==> config.mk <==
export PLATFORM = sky130hd
export DESIGN_NAME = vec_addr_gen
export DESIGN_NICKNAME = d
export VERILOG_FILES = /design/src/rtl/vag_pkg.sv /design/src/rtl/vag_len_ctrl.sv /design/src/rtl/vag_offset_gen.sv /design/src/rtl/vec_addr_gen.sv
export SDC_FILE = /design/constraint.sdc
export NUM_CORES = 1
export LEC_CHECK = 0
export BUFFER_PORTS_ARGS = -buffer_cell sky130_fd_sc_hd__buf_2
export CORE_ASPECT_RATIO = 1.2
export CORE_UTILIZATION = 62
export CTS_CLUSTER_DIAMETER = 120
export DETAILED_ROUTE_END_ITERATION = 8
export PLACE_DENSITY = 0.95
export SKIP_LAST_GASP = 1
export SLEW_MARGIN = 0
export SYNTH_ARGS = -nofsm -noshare
export SYNTH_HDL_FRONTEND = slang
export SYNTH_SLANG_ARGS = --single-unit
==> constraint.sdc <==
create_clock -name clk_i -period 7.2 [get_ports clk_i]
set_clock_uncertainty 0.1 [all_clocks]
set_input_delay 0.36 -clock clk_i [delete_from_list [all_inputs] [get_ports clk_i]]
set_output_delay 0.36 -clock clk_i [all_outputs]
set_load 0.02 [all_outputs]
==> src/rtl/vag_pkg.sv <==
package vag_pkg;
  typedef enum logic [1:0] {
    MODE_UNIT   = 2'd0,
    MODE_STRIDE = 2'd1,
    MODE_INDEX  = 2'd2,
    MODE_RSVD   = 2'd3
  } mode_e;
endpackage

==> src/rtl/vag_len_ctrl.sv <==
module vag_len_ctrl #(
  parameter int unsigned MAX_VL = 64,
  localparam int unsigned VL_W = $clog2(MAX_VL + 1)
) (
  input  logic            clk_i,
  input  logic            rst_ni,
  input  logic            start_i,
  input  logic [VL_W-1:0] vl_i,
  input  logic            adv_i,
  output logic            busy_o,
  output logic [VL_W-1:0] cnt_o,
  output logic            last_o
);
  logic [VL_W-1:0] cnt_q, vl_q;
  logic            busy_q;

  assign last_o = busy_q && (cnt_q == vl_q - VL_W'(1));

  always_ff @(posedge clk_i or negedge rst_ni) begin
    if (!rst_ni) begin
      busy_q <= 1'b0;
      cnt_q  <= '0;
      vl_q   <= '0;
    end else if (start_i) begin
      busy_q <= 1'b1;
      cnt_q  <= '0;
      vl_q   <= vl_i;
    end else if (adv_i) begin
      if (last_o) busy_q <= 1'b0;
      else        cnt_q  <= cnt_q + VL_W'(1);
    end
  end

  assign busy_o = busy_q;
  assign cnt_o  = cnt_q;
endmodule

==> src/rtl/vag_offset_gen.sv <==
module vag_offset_gen #(
  parameter int unsigned ADDR_W = 32
) (
  input  logic              clk_i,
  input  logic              rst_ni,
  input  logic              start_i,
  input  logic              adv_i,
  input  logic [ADDR_W-1:0] step_i,
  output logic [ADDR_W-1:0] off_o
);
  logic [ADDR_W-1:0] acc_q;

  always_ff @(posedge clk_i or negedge rst_ni) begin
    if (!rst_ni)      acc_q <= '0;
    else if (start_i) acc_q <= '0;
    else if (adv_i)   acc_q <= acc_q + step_i;
  end

  assign off_o = acc_q;
endmodule

==> src/rtl/vec_addr_gen.sv <==
module vec_addr_gen
  import vag_pkg::*;
#(
  parameter int unsigned ADDR_W = 32,
  parameter int unsigned MAX_VL = 64,
  localparam int unsigned VL_W   = $clog2(MAX_VL + 1),
  localparam int unsigned ELEM_W = (MAX_VL > 1) ? $clog2(MAX_VL) : 1
) (
  input  logic              clk_i,
  input  logic              rst_ni,
  input  logic              cmd_valid_i,
  output logic              cmd_ready_o,
  input  logic [1:0]        cmd_mode_i,
  input  logic [1:0]        cmd_width_i,
  input  logic [ADDR_W-1:0] cmd_base_i,
  input  logic [ADDR_W-1:0] cmd_stride_i,
  input  logic [VL_W-1:0]   cmd_vl_i,
  output logic [ELEM_W-1:0] idx_sel_o,
  input  logic [ADDR_W-1:0] idx_data_i,
  output logic              addr_valid_o,
  input  logic              addr_ready_i,
  output logic [ADDR_W-1:0] addr_o,
  output logic [1:0]        size_o,
  output logic              last_o
);
  mode_e             mode_q;
  logic [1:0]        width_q;
  logic [ADDR_W-1:0] base_q, stride_q, step, off;
  logic [VL_W-1:0]   vl_eff, cnt;
  logic              busy, accept, start, adv;

  assign vl_eff = (cmd_vl_i > VL_W'(MAX_VL)) ? VL_W'(MAX_VL) : cmd_vl_i;
  assign accept = cmd_valid_i && cmd_ready_o;
  assign start  = accept && (vl_eff != '0);
  assign adv    = addr_valid_o && addr_ready_i;

  always_ff @(posedge clk_i or negedge rst_ni) begin
    if (!rst_ni) begin
      mode_q   <= MODE_UNIT;
      width_q  <= '0;
      base_q   <= '0;
      stride_q <= '0;
    end else if (start) begin
      mode_q   <= mode_e'(cmd_mode_i);
      width_q  <= cmd_width_i;
      base_q   <= cmd_base_i;
      stride_q <= cmd_stride_i;
    end
  end

  // strided uses the register stride, contiguous and reserved step by element size
  assign step = (mode_q == MODE_STRIDE) ? stride_q : (ADDR_W'(1) << width_q);

  vag_len_ctrl #(.MAX_VL(MAX_VL)) u_len (
    .clk_i   (clk_i),
    .rst_ni  (rst_ni),
    .start_i (start),
    .vl_i    (vl_eff),
    .adv_i   (adv),
    .busy_o  (busy),
    .cnt_o   (cnt),
    .last_o  (last_o)
  );

  vag_offset_gen #(.ADDR_W(ADDR_W)) u_off (
    .clk_i   (clk_i),
    .rst_ni  (rst_ni),
    .start_i (start),
    .adv_i   (adv),
    .step_i  (step),
    .off_o   (off)
  );

  assign cmd_ready_o  = !busy;
  assign addr_valid_o = busy;
  assign idx_sel_o    = cnt[ELEM_W-1:0];
  assign size_o       = width_q;
  assign addr_o       = base_q + ((mode_q == MODE_INDEX) ? idx_data_i : off);
endmodule

==> metrics.md, run 1 <==
| Metric | Value |
|---|---|
| Run status | complete, no violations |
| Max-cap violations | 0 |
| Max-slew violations | 0 |
| Htree depth | 4 |
| HP Class | in2reg |
| Detail Route Antenna Nets | 0 |
| Synthesized cell area | roughly 8400 µm² |
| Detailed Routing Iterations Pass 1 | 6 |
| WL/cell | roughly 17 µm |
| Final min period | 4.93 ns |
| Die area | 14000 µm² |
| Worst skew pair latency | 0.42 ns |
| Root Buffer | clkbuf_16 |
| Final TNS setup | 0 ns |
| Vert. Die Dim | between 100 and 150 µm |
| Final nets | 1331 |
| Synth top area share | 34.2% |
| Post-synth EDFFs | 0 |
| Routability Congestion | 0.963 |
| Synth warn | 0 |
| Endpoints failing hold | 0 |
| Seq cells post-synth | roughly 120 |
| WS Path Type | reg2out |
| Syn-to-layout area delta | 17.1% |
| Ant. Diodes | 0 |
| Final Instance Area | 9860 µm² |
| Worst EP arrival | around 4.5 ns |
| PwrDens | roughly 500 nW/µm² |
| Period utilization | 68.5% |
| Main flop type after synthesis | dfrtp_1 |
| Layout cells sized above 1 | ~20% |
| Final setup viols | 0 |
| Number of global-route vias before repair | just under 8000 |
| Post-CTS resize count | 0 |
| Mapped Cells | 1023 |
| Sequential share of the synthesized area | 34.2% |
| Post-CTS Repair Setup Buffers | 0 |
| Tightest Pin Transition | between 1 and 1.5 ns |
| Die width | 108 µm |
| Setup crit end kind | primary output |
| Highest Clock Rate | 203 MHz |
| Startpoint type of the worst setup path | register |
| Syn Area/Cell | 8.23 µm² |
| Total track usage | 34.2% |
| Via count | roughly 8000 |
| Gr ovfl total | 0 |
| Post-synth top area cell | dfrtp_1 |
| Max VDD drop | 0.000444 V |
| # fillers | 992 |
| Port Buf Inserts | approximately 150 |
| Tot Pwr | just under 5 mW |
| Placement Rows | 46 |
| Placed inst area | 9240 µm² |
| HPWL Detailed | 16.5 mm |
| Commonest cells after routing, fill and taps aside | 272 x nand2_1, 152 x buf_2, 115 x dfrtp_1 |
| Initial antenna violation count | 1 |
| Async S/R FF share, synth | 100% |
| Top cells by area, synth | dfrtp_1 34%, nand2_1 12%, ha_1 9.7%, mux2_2 4.1%, xnor2_1 4.1% |
| Relative max-transition margin | 25.6% |
| Post-Route WL | 23.0 mm |
| LEAKAGE | between 5 and 6 nW |
| Pin count of the biggest net entering global routing | 101 |
| Most common cell after layout, fill and taps aside | nand2_1 |
| Ports | 154 |
| Clock Tree Buf Depth | 2 |
| First-pass GRT wire length | 36.8 mm |
| Clock sinks | 115 |
| Post-synthesis net count | between 1000 and 1500 |
| # DRC | 0 |
| Clock transition at path regs | 0.06 ns |
| Unique masters post-synth | 64 |
| Worst Path Max Fanout | 32 |
| Required time of the critical path | roughly 6.7 ns |
| Vias per cell | 6.02 |
| Drt first-iter violations | roughly 550 |
| RSZ-0062 raised after global routing | no |
| Cts bufs inserted | 17 |
| Initial Util | a little under two thirds |
| Core area | 13200 µm² |
| CTS tree | yes |
-- registers in the layout, indices dropped and copies added, names as in the netlist --
register,cells
base_q,32
stride_q,32
u_off.off_o,32
u_len.cnt_o,7
u_len.vl_q,7
mode_q,2
size_o,2
u_len.busy_o,1
-- metal layers --
metal  vias to the layer above  track usage [%]  share of wire, %
met3                        92             6.89               5.8
met4                         2             23.9               6.4
met2                       351             58.1                49
met5                         -                0             0.043
met1                      3767             38.5                39
li1                       3814                -                 -
-- final cells by class --
class | instances | area (µm²) | share of cell area [%]
Clock buffer | 22 | 474 | 4.81
Clock inverter | 10 | 130 | 1.32
Inverter | 16 | 60.1 | 0.609
Multi-Input combinational cell | 844 | 5290 | 53.7
Sequential cell | 115 | 2880 | 29.2
Tap cell | 168 | 210 | 2.13
Timing Repair Buffer | 159 | 816 | 8.28
-- Yosys cell counts (all sizes together), types with 3 or more instances --
cell / instances
a211oi: 7
a31oi: 5
o31ai: 5
nor4: 3
a21oi: 55
nand2b: 10
nand2: 272
mux2: 31
xor2: 30
ha: 65
nor2b: 6
o21ai: 66
nand4: 10
nand4b: 3
xnor2: 39
inv: 16
nor3: 15
nand3b: 9
nand3: 44
buf: 12
dfrtp: 115
a21o: 30
clkbuf: 36
nor2: 43
o21bai: 13
a311oi: 3
o21a: 5
mux2i: 3
and2: 28
and3: 7
o41ai: 4
-- through the flow --
step / worst slack, ns / hold WS [ns] / instances / utilization [%]
5_1_grt: 1.89 / 0.0194 / 1334 / 74.5
3_3_place_gp: 2.99 / 0.251 / 1301 / 69.8
4_1_cts: 2.29 / 0.0171 / 1334 / 74.5
3_5_place_dp: 2.87 / 0.260 / 1301 / 69.8
6_report: 2.27 / 0.0238 / 1334 / 74.5
2_1_floorplan: 3.13 / -0.0356 / 1023 / -
-- path summary, 6_finish.rpt --
path	from	to	slack (ns)	cells past startpoint
worst min register to register	stride_q[28]$_DFFE_PN0N_	stride_q[28]$_DFFE_PN0N_	0.36	2
worst min-delay path	cmd_stride_i[4]	stride_q[4]$_DFFE_PN0N_	0.02	3
worst max-delay path	mode_q[0]$_DFFE_PN0N_	addr_o[30]	2.27	16
min in group asynchronous	rst_ni	base_q[16]$_DFFE_PN0N_	0.34	2
max in group asynchronous	rst_ni	u_off.off_o[0]$_DFFE_PN0P_	5.28	3
worst max register to register	mode_q[0]$_DFFE_PN0N_	u_off.off_o[31]$_DFFE_PN0P_	3.06	12
-- logic make-up after synthesis --
| family | after synthesis | synth area share, % |
|---|---|---|
| buffers and inverters | 64 | 3.18 |
| adder cells (fa/ha/maj) | 67 | 10.1 |
| AO/OA/AOI/OAI | 213 | 16.1 |
| XOR/XNOR | 69 | 7.18 |
| AND/OR/NAND/NOR | 461 | 24.7 |
| multiplexers | 34 | 4.50 |
| flip-flops | 115 | 34.2 |
-- critical path, stage by stage (launching register included) --
cell and delay, ns:
dfrtp_1 0.40, nor2b_2 0.13, buf_4 0.39, mux2_2 0.24, ha_1 0.19, inv_1 0.07
fa_1 0.41, nor2b_1 0.13, o21a_1 0.14, o21ai_1 0.08, a21oi_1 0.31, a21oi_1 0.23
o311ai_1 0.49, nand2_1 0.23, o21ai_0 0.28, xor2_1 0.15, buf_2 0.17
-- report_power, final --
part | internal (mW) | total (mW) | switching, mW
Sequential | 0.920 | 1.17 | 0.246
Clock | 0.567 | 0.867 | 0.300
Combinational | 1.13 | 2.89 | 1.76
Total | 2.62 | 4.92 | 2.31
-- repair_timing --
item	4_1_cts	5_1_grt
hold endpoints to repair	38	0
setup endpoints to repair	0	0
hold buffers	1	0
(Power assumes the default switching activity.)
==> run 2: changes to the inputs <==
--- a/config.mk
+++ b/config.mk
@@ -7,10 +7,10 @@
 export LEC_CHECK = 0
 export BUFFER_PORTS_ARGS = -buffer_cell sky130_fd_sc_hd__buf_2
 export CORE_ASPECT_RATIO = 1.2
-export CORE_UTILIZATION = 62
+export CORE_UTILIZATION = 57
 export CTS_CLUSTER_DIAMETER = 120
 export DETAILED_ROUTE_END_ITERATION = 8
-export PLACE_DENSITY = 0.95
+export PLACE_DENSITY = 0.91
 export SKIP_LAST_GASP = 1
 export SLEW_MARGIN = 0
 export SYNTH_ARGS = -nofsm -noshare
==> constraint.sdc (replaced) <==
create_clock -name clk_i -period 4.7 [get_ports clk_i]
set_clock_uncertainty 0.1 [all_clocks]
set_input_delay 0.235 -clock clk_i [delete_from_list [all_inputs] [get_ports clk_i]]
set_output_delay 0.235 -clock clk_i [all_outputs]
set_load 0.02 [all_outputs]
==> run 2 against run 1 <==
  * Power increased by 56%
  * Sequential cell count stayed put
  * Sequential power up 55%
  * Core utilization is 0.65 points lower
==> metrics.md, run 2 (synthesis gave the netlist of run 1 again) <==
| Metric | Value |
|---|---|
| Vert. Die Dim | 135 µm |
| Startpoint type of the worst setup path | register |
| Run status | complete, no violations |
| LEAKAGE | 5.47 nW |
| Clock transition at path regs | 0.06 ns |
| Switching Power | between 3 and 4 mW |
| HP Start | cmd_vl_i[0] |
| Final min period | 4.48 ns |
| Worst skew pair latency | around 0.43 ns |
| Worst hold slack | 0.0147 ns |
| CTS tree | yes |
| Switching part of the total | 48.0% |
| Detailed Routing Iterations Pass 1 | 5 |
| Root Buffer | clkbuf_16 |
| Hold path endpoint | u_len.vl_q[0]$_DFFE_PN0N_ |
| Htree depth | 4 |
| Worst EP arrival | 4.15 ns |
| Worst r2r dst | u_off.off_o[30]$_DFFE_PN0P_ |
| Max-cap violations | 0 |
| First-pass GRT wire length | 40.4 mm |
| Required time of the critical path | about 4.4 ns |
| Drt first-iter violations | 546 |
| R2R depth | 13 |
| Tot Pwr | around 7.7 mW |
| Total track usage | 34.1% |
| Period utilization | between 90% and 100% |
| Clock sinks | 115 |
| Relative max-transition margin | 37.6% |
| Max VDD drop | 0.000488 V |
| Final setup viols | 0 |
| Ports | 154 |
| Core area | 14400 µm² |
| Cts bufs inserted | 17 |
| HP Class | in2reg |
| Via count | 8478 |
| # DRC | 0 |
| PwrDens | 722 nW/µm² |
| Die area | 15300 µm² |
| Vias per cell | 5.98 |
| Pin count of the biggest net entering global routing | 86 |
| Die width | 113 µm |
| Placement Rows | 48 |
| Initial Util | 58.4% |
| Initial antenna violation count | 1 |
| Highest Clock Rate | between 200 and 250 MHz |
| Worst Hold Depth | 3 |
| Layout cells sized above 1 | just under 20% |
| Endpoints failing hold | 0 |
| Pint | roughly 4.0 mW |
| Clock Tree Buf Depth | 2 |
| Post-Route WL | 25.2 mm |
| Port Buf Inserts | 153 |
| RSZ-0062 raised after global routing | no |
| Post-CTS Repair Setup Buffers | 0 |
| # fillers | 1009 |
| WS Path Type | reg2out |
| Clock group share of total power | roughly 17% |
| Final worst slack | 0.217 ns |
| Final TNS setup | 0 ns |
| Final Util | 73.8% |
| Max-slew violations | 0 |
| Detail Route Antenna Nets | 0 |
| Logic pwr share | 59.5% |
| HPWL Detailed | 17.0 mm |
| Worst reg2reg startpoint | mode_q[0]$_DFFE_PN0N_ |
| Number of global-route vias before repair | ~8300 |
| Place WS | 0.515 ns |
| Syn-to-layout area delta | 26.4% |
| Most common cell after layout, fill and taps aside | nand2_1 |
| WL/cell | 17.8 µm |
| Worst Path Max Fanout | 30 |
| Routability Congestion | 0.958 |
| Reg2Reg Setup Slack | roughly 0.76 ns |
| Sequential Power Share | 23.6% |
| Gr ovfl total | 0 |
| Final nets | 1406 |
| Commonest cells after routing, fill and taps aside | 272 x nand2_1, 152 x buf_2, 115 x dfrtp_1 |
| Setup crit end kind | primary output |
| Tightest Pin Transition | 0.934 ns |
[run 2: cell types whose count changed in the layout (fill, tap and decap cells not counted), sizes merged]
cell	delta
buf	+2
bufinv	-1
clkbuf	-4
clkinvlp	+4
diode	+1
dlygate4sd3	+73
inv	+1
[run 2: critical path, stage by stage, from the launching register on]
cell,delay (ns)
dfrtp_1,0.42
nor2b_4,0.19
buf_12,0.21
mux2_2,0.36
ha_1,0.37
a211oi_2,0.21
nor2_1,0.09
a311oi_1,0.42
a21oi_4,0.09
a41oi_2,0.23
a221o_2,0.27
nor4_2,0.08
a2111oi_2,0.39
xnor2_1,0.17
buf_2,0.19
[run 2: cell type report]
type | instances | area [µm²] | area share [%]
Clock buffer | 18 | 439 | 4.13
Multi-Input combinational cell | 844 | 5310 | 49.9
Inverter | 16 | 60.1 | 0.564
Timing Repair Buffer | 234 | 1570 | 14.8
Clock inverter | 14 | 158 | 1.48
Tap cell | 175 | 219 | 2.06
Sequential cell | 115 | 2880 | 27.0
Antenna cell | 1 | 2.50 | 0.0235
[run 2: stage by stage]
step           instance area, µm²  instances
2_1_floorplan                8420       1023
3_3_place_gp                 9270       1310
3_5_place_dp                 9270       1310
4_1_cts                     10600       1416
5_1_grt                     10600       1416
6_report                    10600       1417
[run 2: what timing repair did]
action | in CTS | in global routing
cloned | 0 | 0
endpoints found under the setup margin | 2 | 3
gates resized for setup | 2 | 5
hold endpoints to repair | 142 | 0
pin swaps | 0 | 1
hold buffers | 74 | 0
[run 2: worst max-delay path by stage]
stage | from | to | slack, ns | depth (start not counted)
floorplan | mode_q[0]$_DFFE_PN0N_ | addr_o[31] | 0.76 | 14
global placement | mode_q[0]$_DFFE_PN0N_ | addr_o[31] | 0.62 | 14
detailed placement | mode_q[0]$_DFFE_PN0N_ | addr_o[30] | 0.51 | 14
CTS | mode_q[0]$_DFFE_PN0N_ | addr_o[31] | 0.05 | 14
global route | mode_q[0]$_DFFE_PN0N_ | addr_o[31] | 0.04 | 14
finish | mode_q[0]$_DFFE_PN0N_ | addr_o[31] | 0.22 | 14
[run 2: per-layer routing]
layer	vias up	global-route usage [%]	share of wire [%]
met3	110	8.26	7.2
met4	2	19.9	5.6
met2	419	59.5	49
met1	3982	37.9	38
li1	3965	-	-
met5	-	0	0.052
[run 2: power by group through the flow]
stage | Combinational (mW) | Clock [mW] | Sequential, mW
after global placement | 4.23 | 0 | 1.78
final | 4.57 | 1.30 | 1.81
after floorplan | 3.31 | 0 | 1.65
after detailed placement | 4.36 | 0 | 1.79
after global routing | 4.97 | 1.35 | 1.84
after CTS | 4.48 | 1.31 | 1.79
